[config.mk]
export PLATFORM = sky130hd
export DESIGN_NAME = rxfc_eof_class
export DESIGN_NICKNAME = d
export VERILOG_FILES = /design/src/rtl/rxfc_pkg.sv /design/src/rtl/rxfc_eof_class.sv
export SDC_FILE = /design/constraint.sdc
export NUM_CORES = 1
export LEC_CHECK = 0
export ABC_AREA = 1
export BUFFER_PORTS_ARGS = -buffer_cell sky130_fd_sc_hd__buf_4
export CAP_MARGIN = 15
export CORE_AREA = 3 3 40 42
export CTS_CLUSTER_SIZE = 24
export DETAILED_ROUTE_END_ITERATION = 10
export DIE_AREA = 0 0 43 45
export GPL_TIMING_DRIVEN = 0
export PLACE_DENSITY_LB_ADDON = 0.15
export SLEW_MARGIN = 25
export SYNTH_ARGS = -nofsm -noshare
export SYNTH_HDL_FRONTEND = slang
export SYNTH_SLANG_ARGS = --single-unit
[constraint.sdc]
create_clock -name clk_i -period 0.8 [get_ports clk_i]
set_clock_uncertainty 0.05 [all_clocks]
set_input_delay 0.08 -clock clk_i [delete_from_list [all_inputs] [get_ports clk_i]]
set_output_delay 0.08 -clock clk_i [all_outputs]
set_load 0.03 [all_outputs]
[src/rtl/rxfc_pkg.sv]
package rxfc_pkg;
  typedef enum logic [2:0] {
    CLS_GOOD,
    CLS_JABBER,
    CLS_LONG,
    CLS_SHORT,
    CLS_ALIGN,
    CLS_FCS,
    CLS_SYMBOL
  } eof_cls_e;

  typedef struct packed {
    logic fcs;
    logic short_f;
    logic long_f;
    logic jabber;
    logic align;
  } stat_t;

  // fixed priority: length faults, then short, then CRC kind, then symbol
  function automatic eof_cls_e classify(input logic too_long, input logic too_short,
                                        input logic err_seen, input logic fcs_ok,
                                        input logic dribble);
    if (too_long)           return fcs_ok ? CLS_LONG : CLS_JABBER;
    if (too_short)          return CLS_SHORT;
    if (!fcs_ok && dribble) return CLS_ALIGN;
    if (!fcs_ok)            return CLS_FCS;
    if (err_seen)           return CLS_SYMBOL;
    return CLS_GOOD;
  endfunction

  function automatic stat_t cls_to_stat(input eof_cls_e c);
    stat_t s;
    s = '0;
    unique case (c)
      CLS_FCS:    s.fcs     = 1'b1;
      CLS_SHORT:  s.short_f = 1'b1;
      CLS_LONG:   s.long_f  = 1'b1;
      CLS_JABBER: s.jabber  = 1'b1;
      CLS_ALIGN:  s.align   = 1'b1;
      default:    s = '0;
    endcase
    return s;
  endfunction
endpackage

[src/rtl/rxfc_eof_class.sv]
module rxfc_eof_class
  import rxfc_pkg::*;
(
  input  logic clk_i,
  input  logic rst_ni,
  input  logic eof_i,
  input  logic long_i,
  input  logic short_i,
  input  logic err_seen_i,
  input  logic fcs_ok_i,
  input  logic dribble_i,
  output logic eof_vld_o,
  output logic eof_good_o,
  output stat_t stat_o
);
  eof_cls_e cls;
  assign cls = classify(long_i, short_i, err_seen_i, fcs_ok_i, dribble_i);

  always_ff @(posedge clk_i or negedge rst_ni) begin
    if (!rst_ni) begin
      eof_vld_o  <= 1'b0;
      eof_good_o <= 1'b0;
      stat_o     <= '0;
    end else begin
      eof_vld_o  <= eof_i;
      eof_good_o <= eof_i && (cls == CLS_GOOD);
      stat_o     <= eof_i ? cls_to_stat(cls) : '0;
    end
  end

  a_r2_good_clean: assert property (@(posedge clk_i) disable iff (!rst_ni)
    eof_good_o |-> (eof_vld_o && stat_o == '0));
  a_r5_one_class: assert property (@(posedge clk_i) disable iff (!rst_ni)
    eof_vld_o |-> $onehot0(stat_o));
  a_r8_strobe_at_eof: assert property (@(posedge clk_i) disable iff (!rst_ni)
    (stat_o != '0) |-> eof_vld_o);
endmodule

======== After elaboration in Yosys (flattened, before gate mapping) ========
Index checks and enable logic that the tools add are counted.
W data, S select, Z words.
cells by class
  eq/ne operators ......................... 5
  multiplexer cells ....................... 32
  reductions and logical operators ........ 4
operator list
  kind                  count
  $mux W3               10
  $mux W1               20
  $eq A3 B2 Y1 const B  2
  $eq A3 B3 Y1 const B  2
  $mux W5               1
  $eq A3 B1 Y1 const B  1
  $logic_not A3 Y1      1
  $logic_and A1 B1 Y1   2
  $mux W2               1
  $logic_not A1 Y1      1
word-level totals
  register bits after elaboration ......... 7
  output and inout bits ................... 7
  word-level logic and storage cells ...... 48

======== Depth between registers and ports, before layout ========
Gate-level depths: netlist of the first run.
  depth after elaboration ................. 20
  gate-level depth with buffers ........... 5
  depth with buffers taken out ............ 5

======== Least setup slack after synthesis of the first run ========
Ideal clock, no wire load.
  kind .................................... register to output
  from .................................... register eof_good_o
  to ...................................... output eof_good_o
  arrival time ............................ 467 ps
  required time ........................... 670 ps
  path slack .............................. 203 ps
  stages on the path, launching flop included .. 1
  cell sequence ........................... dfrtp_1
RTL lines
  item                    line                  source
  from (decl)             rxfc_eof_class.sv:13  output logic eof_good_o,
  from (signal assigned)  rxfc_eof_class.sv:26  eof_good_o <= eof_i && (cls == CLS_GOOD);
No word-level cell between the ends.

======== Final worst setup path of the first run ========
  from .................................... register stat_o[1] in the netlist's numbering
  to ...................................... output stat_o[1] in the netlist's numbering
RTL lines
  item                    line                  source
  from (decl)             rxfc_eof_class.sv:14  output stat_t stat_o
  from (signal assigned)  rxfc_eof_class.sv:27  stat_o <= eof_i ? cls_to_stat(cls) : '0;
No word-level cell between the ends.

==> summary.md, run 1 <==
| Metric | Value |
|---|---|
| Status | finished with violations |
| Failing checks | setup timing |
| # fillers | between 100 and 150 |
| Most frequent cells in the layout | nor2_1 (8), dfrtp_1 (7), buf_6 (7) |
| Synth warn | 0 |
| NumNets Final | between 50 and 60 |
| Synthesized area per cell | between 8 and 9 um^2 |
| CTS tree | built |
| # H-tree levels | 1 |
| Slowest stage delay, CP | 370 ps |
| Endpoints failing setup | 7 |
| Cell taking the most area after synthesis | dfrtp_1 |
| Gr ovfl total | 0 |
| DRT Pass-1 Iters | 2 |
| GR Util All Layers | 0.0730 |
| Number of global-route vias before repair | 262 |
| Height of the die | 45 um |
| Fraction of layout cells with a size suffix above 1 | 0.367 |
| ANT nets after route | 0 |
| Worst Hold Slack | 58.8 ps |
| IO Port Bufs | 14 |
| Post-layout util | 0.359 |
| Critical path buffers and inverters | 1 |
| Via-to-Cell Ratio | roughly 4.1 |
| Maxcap violations | 0 |
| Slowest cell on crit path | dfrtp_1 |
| PwrDens | 1770 nW/um^2 |
| Max-slew violations | 0 |
| Global-route wire length before repair | 966 um |
| Most common cell after layout, fill and taps aside | nor2_1 |
| WP data required | 670 ps |
| Total Wirelength | 587 um |
| Fin worst setup slack | -90.0 ps |
| Final RePlAce weighted congestion | 0.683 |
| Mapped cell area | 268 um^2 |
| Crit Path Class | flip-flop to output pin |
| WL/cell | ~9 um |
| Final Critical Period | 890 ps |
| Fmax | 1120 MHz |
| CTS max path bufs | 2 |
| Num CTS Buffers | 3 |
| Cell variety after synth | 9 |
| Std-Cell Rows | 13 |
| Area Overhead vs Synth | 72.4% |
| RSZ-0062 raised after global routing | true |
| Sequential share of the synthesized area | 0.654 |
| Worst-path clk slew | 50 ps |
| Peak supply drop | ~460 uV |
| Period utilisation layout | 1.11 |
| Die area | 1940 um^2 |
| Crit path max-delay family | flip-flops |
| Top Ports | 15 |
| Antenna violations before repair | 0 |
| Top post-synthesis cells by area | dfrtp_1 (65%), nor2_1 (11%), nand2_1 (8.4%) |
| Post-synthesis cell count | 30 |
| Initial Util | 0.208 |
| Net Count, Synth | 38 |
| Worst min-delay path class | primary input to flip-flop |
| Drc violations | 0 |
| Core area | between 1000 and 1500 um^2 |
| Endpoints failing hold | 0 |
| Vias | 263 |
| Initial DRC count | 2 |
| DP Wirelength | 471 um |
| Largest net degree at the start of global routing | 8 |
| Leakage | 0.253 nW |
| Crit-path cells | buf_6 |
| Worst-path fanout max | 1 |
| # clock sinks | 7 |
| Worst Tran Pin Value | 175 ps |
| #FFs+latches synth | 7 |
| Share of the synthesized area in the top cell type | 0.654 |
| Worst EP arrival | 760 ps |
| Startpoint Class | flip-flop |
| Ant diodes | 0 |
| CTS root buf | clkbuf_4 |
| Die X | 43 um |
| CP endpoint kind | output pin |
| Max-slew headroom at the worst pin | 0.883 |
-- final cells by class --
cell class / count / area [um^2] / area share
Clock buffer: 4 / 26.3 / 0.0569
Sequential cell: 7 / 175 / 0.379
Inverter: 4 / 15.0 / 0.0325
Tap cell: 15 / 18.8 / 0.0407
Multi-Input combinational cell: 19 / 80.1 / 0.173
Timing Repair Buffer: 15 / 146 / 0.317
-- cell families after synthesis --
kind of cell | share of synthesized area
AOI/OAI and AO/OA | 0.0373
buffers and inverters | 0.0561
DFF | 0.654
and+or+nand+nor | 0.252
-- path summary, 6_finish.rpt --
check | endpoint | cells past startpoint | from
min | stat_o[2] | 3 | long_i
min in group asynchronous | stat_o[2] | 2 | rst_ni
max in group asynchronous | stat_o[1] | 2 | rst_ni
max | stat_o[1] | 1 | stat_o[1]
-- synth_stat cells --
cell,n
inv_1,3
nor2_1,8
o21ai_0,1
nand3_1,2
o21ai_1,1
dfrtp_1,7
nand2_1,6
inv_2,1
nor3_1,1
-- flip-flops by register name (all words and copies together) (netlist names) --
signal,count
eof_vld_o,1
stat_o,5
eof_good_o,1
-- routing by layer --
metal | track usage | wire length, um | up-vias
met5 | 0 | 0 | -
met4 | 0.0904 | 24 | 0
met3 | 0.0239 | 56 | 3
met2 | 0.117 | 303 | 16
met1 | 0.0665 | 203 | 115
li1 | - | - | 129
-- power breakdown --
group / internal, W / total, W / switching (W)
clock: 0.000189 / 0.000305 / 0.000115
combinational: 0.0000640 / 0.000139 / 0.0000753
sequential: 0.000368 / 0.000374 / 0.00000600
total: 0.000621 / 0.000818 / 0.000197
-- metrics by stage --
stage | area [um^2] | std cells | power (W) | setup WS (ps) | setup TNS, ps
global route | 462 | 64 | 0.000872 | -130 | -791
finish | 462 | 64 | 0.000818 | -90.0 | -552
global placement | 392 | 59 | 0.000501 | 50.9 | 0
CTS | 464 | 65 | 0.000835 | -94.0 | -610
floorplan | 268 | 30 | 0.000437 | 203 | 0
detailed placement | 392 | 59 | 0.000503 | 46.7 | 0
-- repair_timing --
action	CTS	global route
setup endpoints to repair	7	13
resized for setup	7	2
setup buffers	0	0
hold buffers	2	0
pin swaps	0	0
hold endpoints to repair	8	0
(Power assumes the default switching activity.)
==> run 2: changes to the inputs <==
Settings changed: TNS_END_PERCENT set to 1.
Clock period 0.8 ns to 1.05 ns, I/O delays scaled along.
==> summary.md, run 2 (synthesis gave the netlist of run 1 again) <==
| Metric | Value |
|---|---|
| Max-slew violations | 0 (unchanged) |
| Crit path depth | 1 (unchanged) |
| Initial Util | 0.208 (unchanged) |
| Initial DRC count | 2 (unchanged) |
| WP data required | 890 ps (+220 ps) |
| # H-tree levels | 1 (unchanged) |
| Final RePlAce weighted congestion | 0.683 (unchanged) |
| Worst-path fanout max | 1 (unchanged) |
| # clock sinks | 7 (unchanged) |
| Height of the die | 45 um (unchanged) |
| Critical path buffers and inverters | 1 (unchanged) |
| Worst min-delay path class | primary input to flip-flop |
| NumNets Final | 59 (+1.7%) |
| Grt met2 use | 0.0988 (-0.0180) |
| Antenna violations before repair | 0 (unchanged) |
| Top flop regs | stat_o (5), eof_good_o (1), eof_vld_o (1) |
| Total Wirelength | 559 um (-4.8%) |
| IO Port Bufs | 14 (unchanged) |
| Setup TNS | 0 ps (+552 ps) |
| Fmax | 1090 MHz |
| Number of global-route vias before repair | 254 (-3.1%) |
| Max-slew headroom at the worst pin | 0.898 (+0.0142) |
| Gr ovfl total | 0 (unchanged) |
| Hold depth | 3 (unchanged) |
| Final Critical Period | 921 ps |
| Std-Cell Rows | 13 (unchanged) |
| Status | finished clean |
| Crit Path Class | flip-flop to output pin |
| ANT nets after route | 0 (unchanged) |
| Most frequent cells in the layout | buf_4 (14), nor2_1 (8), dfrtp_1 (7) |
| GR Layer Usage met1 | 0.0665 (unchanged) |
| WL/cell | 8.60 um (-6.2%) |
| Largest net degree at the start of global routing | 8 (unchanged) |
| Post-layout util | 0.341 (-0.0185) |
| Crit-path cells | buf_4 |
| Ant diodes | 0 (unchanged) |
| Met3 Use GR | 0.0319 (+0.00797) |
| RSZ-0062 raised after global routing | false |
| Num CTS Buffers | 3 (unchanged) |
| Peak supply drop | 349 uV (-24%) |
| Maxcap violations | 0 (unchanged) |
| Global-route wire length before repair | 924 um (-4.3%) |
| Die area | 1940 um^2 (unchanged) |
| Endpoints failing hold | 0 (unchanged) |
| Crit path max-delay family | flip-flops |
| Resized Gates After CTS | 0 (-7) |
| # Post-CTS Setup Buffers | 0 (unchanged) |
| Leakage | 0.242 nW (-4.2%) |
| Worst Tran Pin Value | 152 ps (-22.5 ps) |
| CTS tree | built |
| Die X | 43 um (unchanged) |
| GRT busiest layer | met2 |
| Fraction of layout cells with a size suffix above 1 | 0.360 (-0.00735) |
| Post-CTS Hold Fix Bufs | 2 (unchanged) |
| Vias | 264 (+0.38%) |
| Top Ports | 15 (unchanged) |
| Slowest stage delay, CP | 360 ps (about the same) |
| Worst Hold Slack | 83.4 ps (+24.6 ps) |
| Via-to-Cell Ratio | 4.06 (-1.2%) |
| Worst EP arrival | 770 ps (about the same) |
| Worst-path clk slew | 50 ps (about the same) |
| Slowest cell on crit path | dfrtp_1 |
| Area Overhead vs Synth | 63.6% |
| Drc violations | 0 (unchanged) |
| DP Wirelength | 471 um (unchanged) |
| Endpoints failing setup | 0 (-7) |
| CP endpoint kind | output pin |
| Core area | 1280 um^2 (unchanged) |
| GR Util All Layers | 0.0696 (-0.00336) |
| PwrDens | 1410 nW/um^2 (-21%) |
| DRT Pass-1 Iters | 2 (unchanged) |
| CTS max path bufs | 2 (unchanged) |
| Most flops, register | stat_o |
| Startpoint Class | flip-flop |
| CTS root buf | clkbuf_4 |
| Period utilisation layout | 0.877 |
| Most common cell after layout, fill and taps aside | buf_4 |
| Max FFs per register | 5 (unchanged) |
run 2: cell types whose count changed in the layout (fill, tap and decap cells not counted):
cell and delta:
buf_4 +8, buf_6 -7, dlygate4sd3_1 +1, dlymetal6s4s_1 -1
nand2_1 +1, nand2_2 -1
run 2: layout make-up:
type	instances	area, um^2
timing repair buffer	16	125
inverter	4	15.0
fill	143	847
tap	15	18.8
sequential	7	175
clock buffer	4	26.3
multi-input combinational	19	77.6
run 2: through the flow:
stage	instances	area, um^2	worst slack [ps]	total power (W)
6_report	65	438	129	0.000616
5_1_grt	65	438	94.0	0.000657
4_1_cts	65	438	116	0.000628
3_5_place_dp	59	392	272	0.000383
3_3_place_gp	59	392	276	0.000382
2_1_floorplan	30	268	428	0.000333
run 2: metal layers:
| layer | routed length (um) | share of wire | vias up |
|---|---|---|---|
| met5 | 0 | 0 | - |
| met4 | 24 | 0.043 | 0 |
| met3 | 62 | 0.11 | 3 |
| met2 | 273 | 0.49 | 16 |
| met1 | 199 | 0.36 | 114 |
| li1 | - | - | 131 |
run 2: power breakdown:
part / leakage (nW) / total (W) / switching, W / internal (W)
registers: 0.0933 / 0.000283 / 0.00000236 / 0.000280
clock network: 0.0150 / 0.000232 / 0.0000879 / 0.000144
logic: 0.134 / 0.000101 / 0.0000568 / 0.0000440
run 2: path summary, 6_finish.rpt:
kind	start	endpoint	slack, ps
min	long_i	stat_o[2]	80
max	stat_o[3]	stat_o[3]	130
min in group asynchronous	rst_ni	stat_o[2]	160
max in group asynchronous	rst_ni	stat_o[1]	680
run 2: worst min-delay path, stage by stage:
cell and delay, ps:
buf_4 120, inv_2 60, nor3_1 50
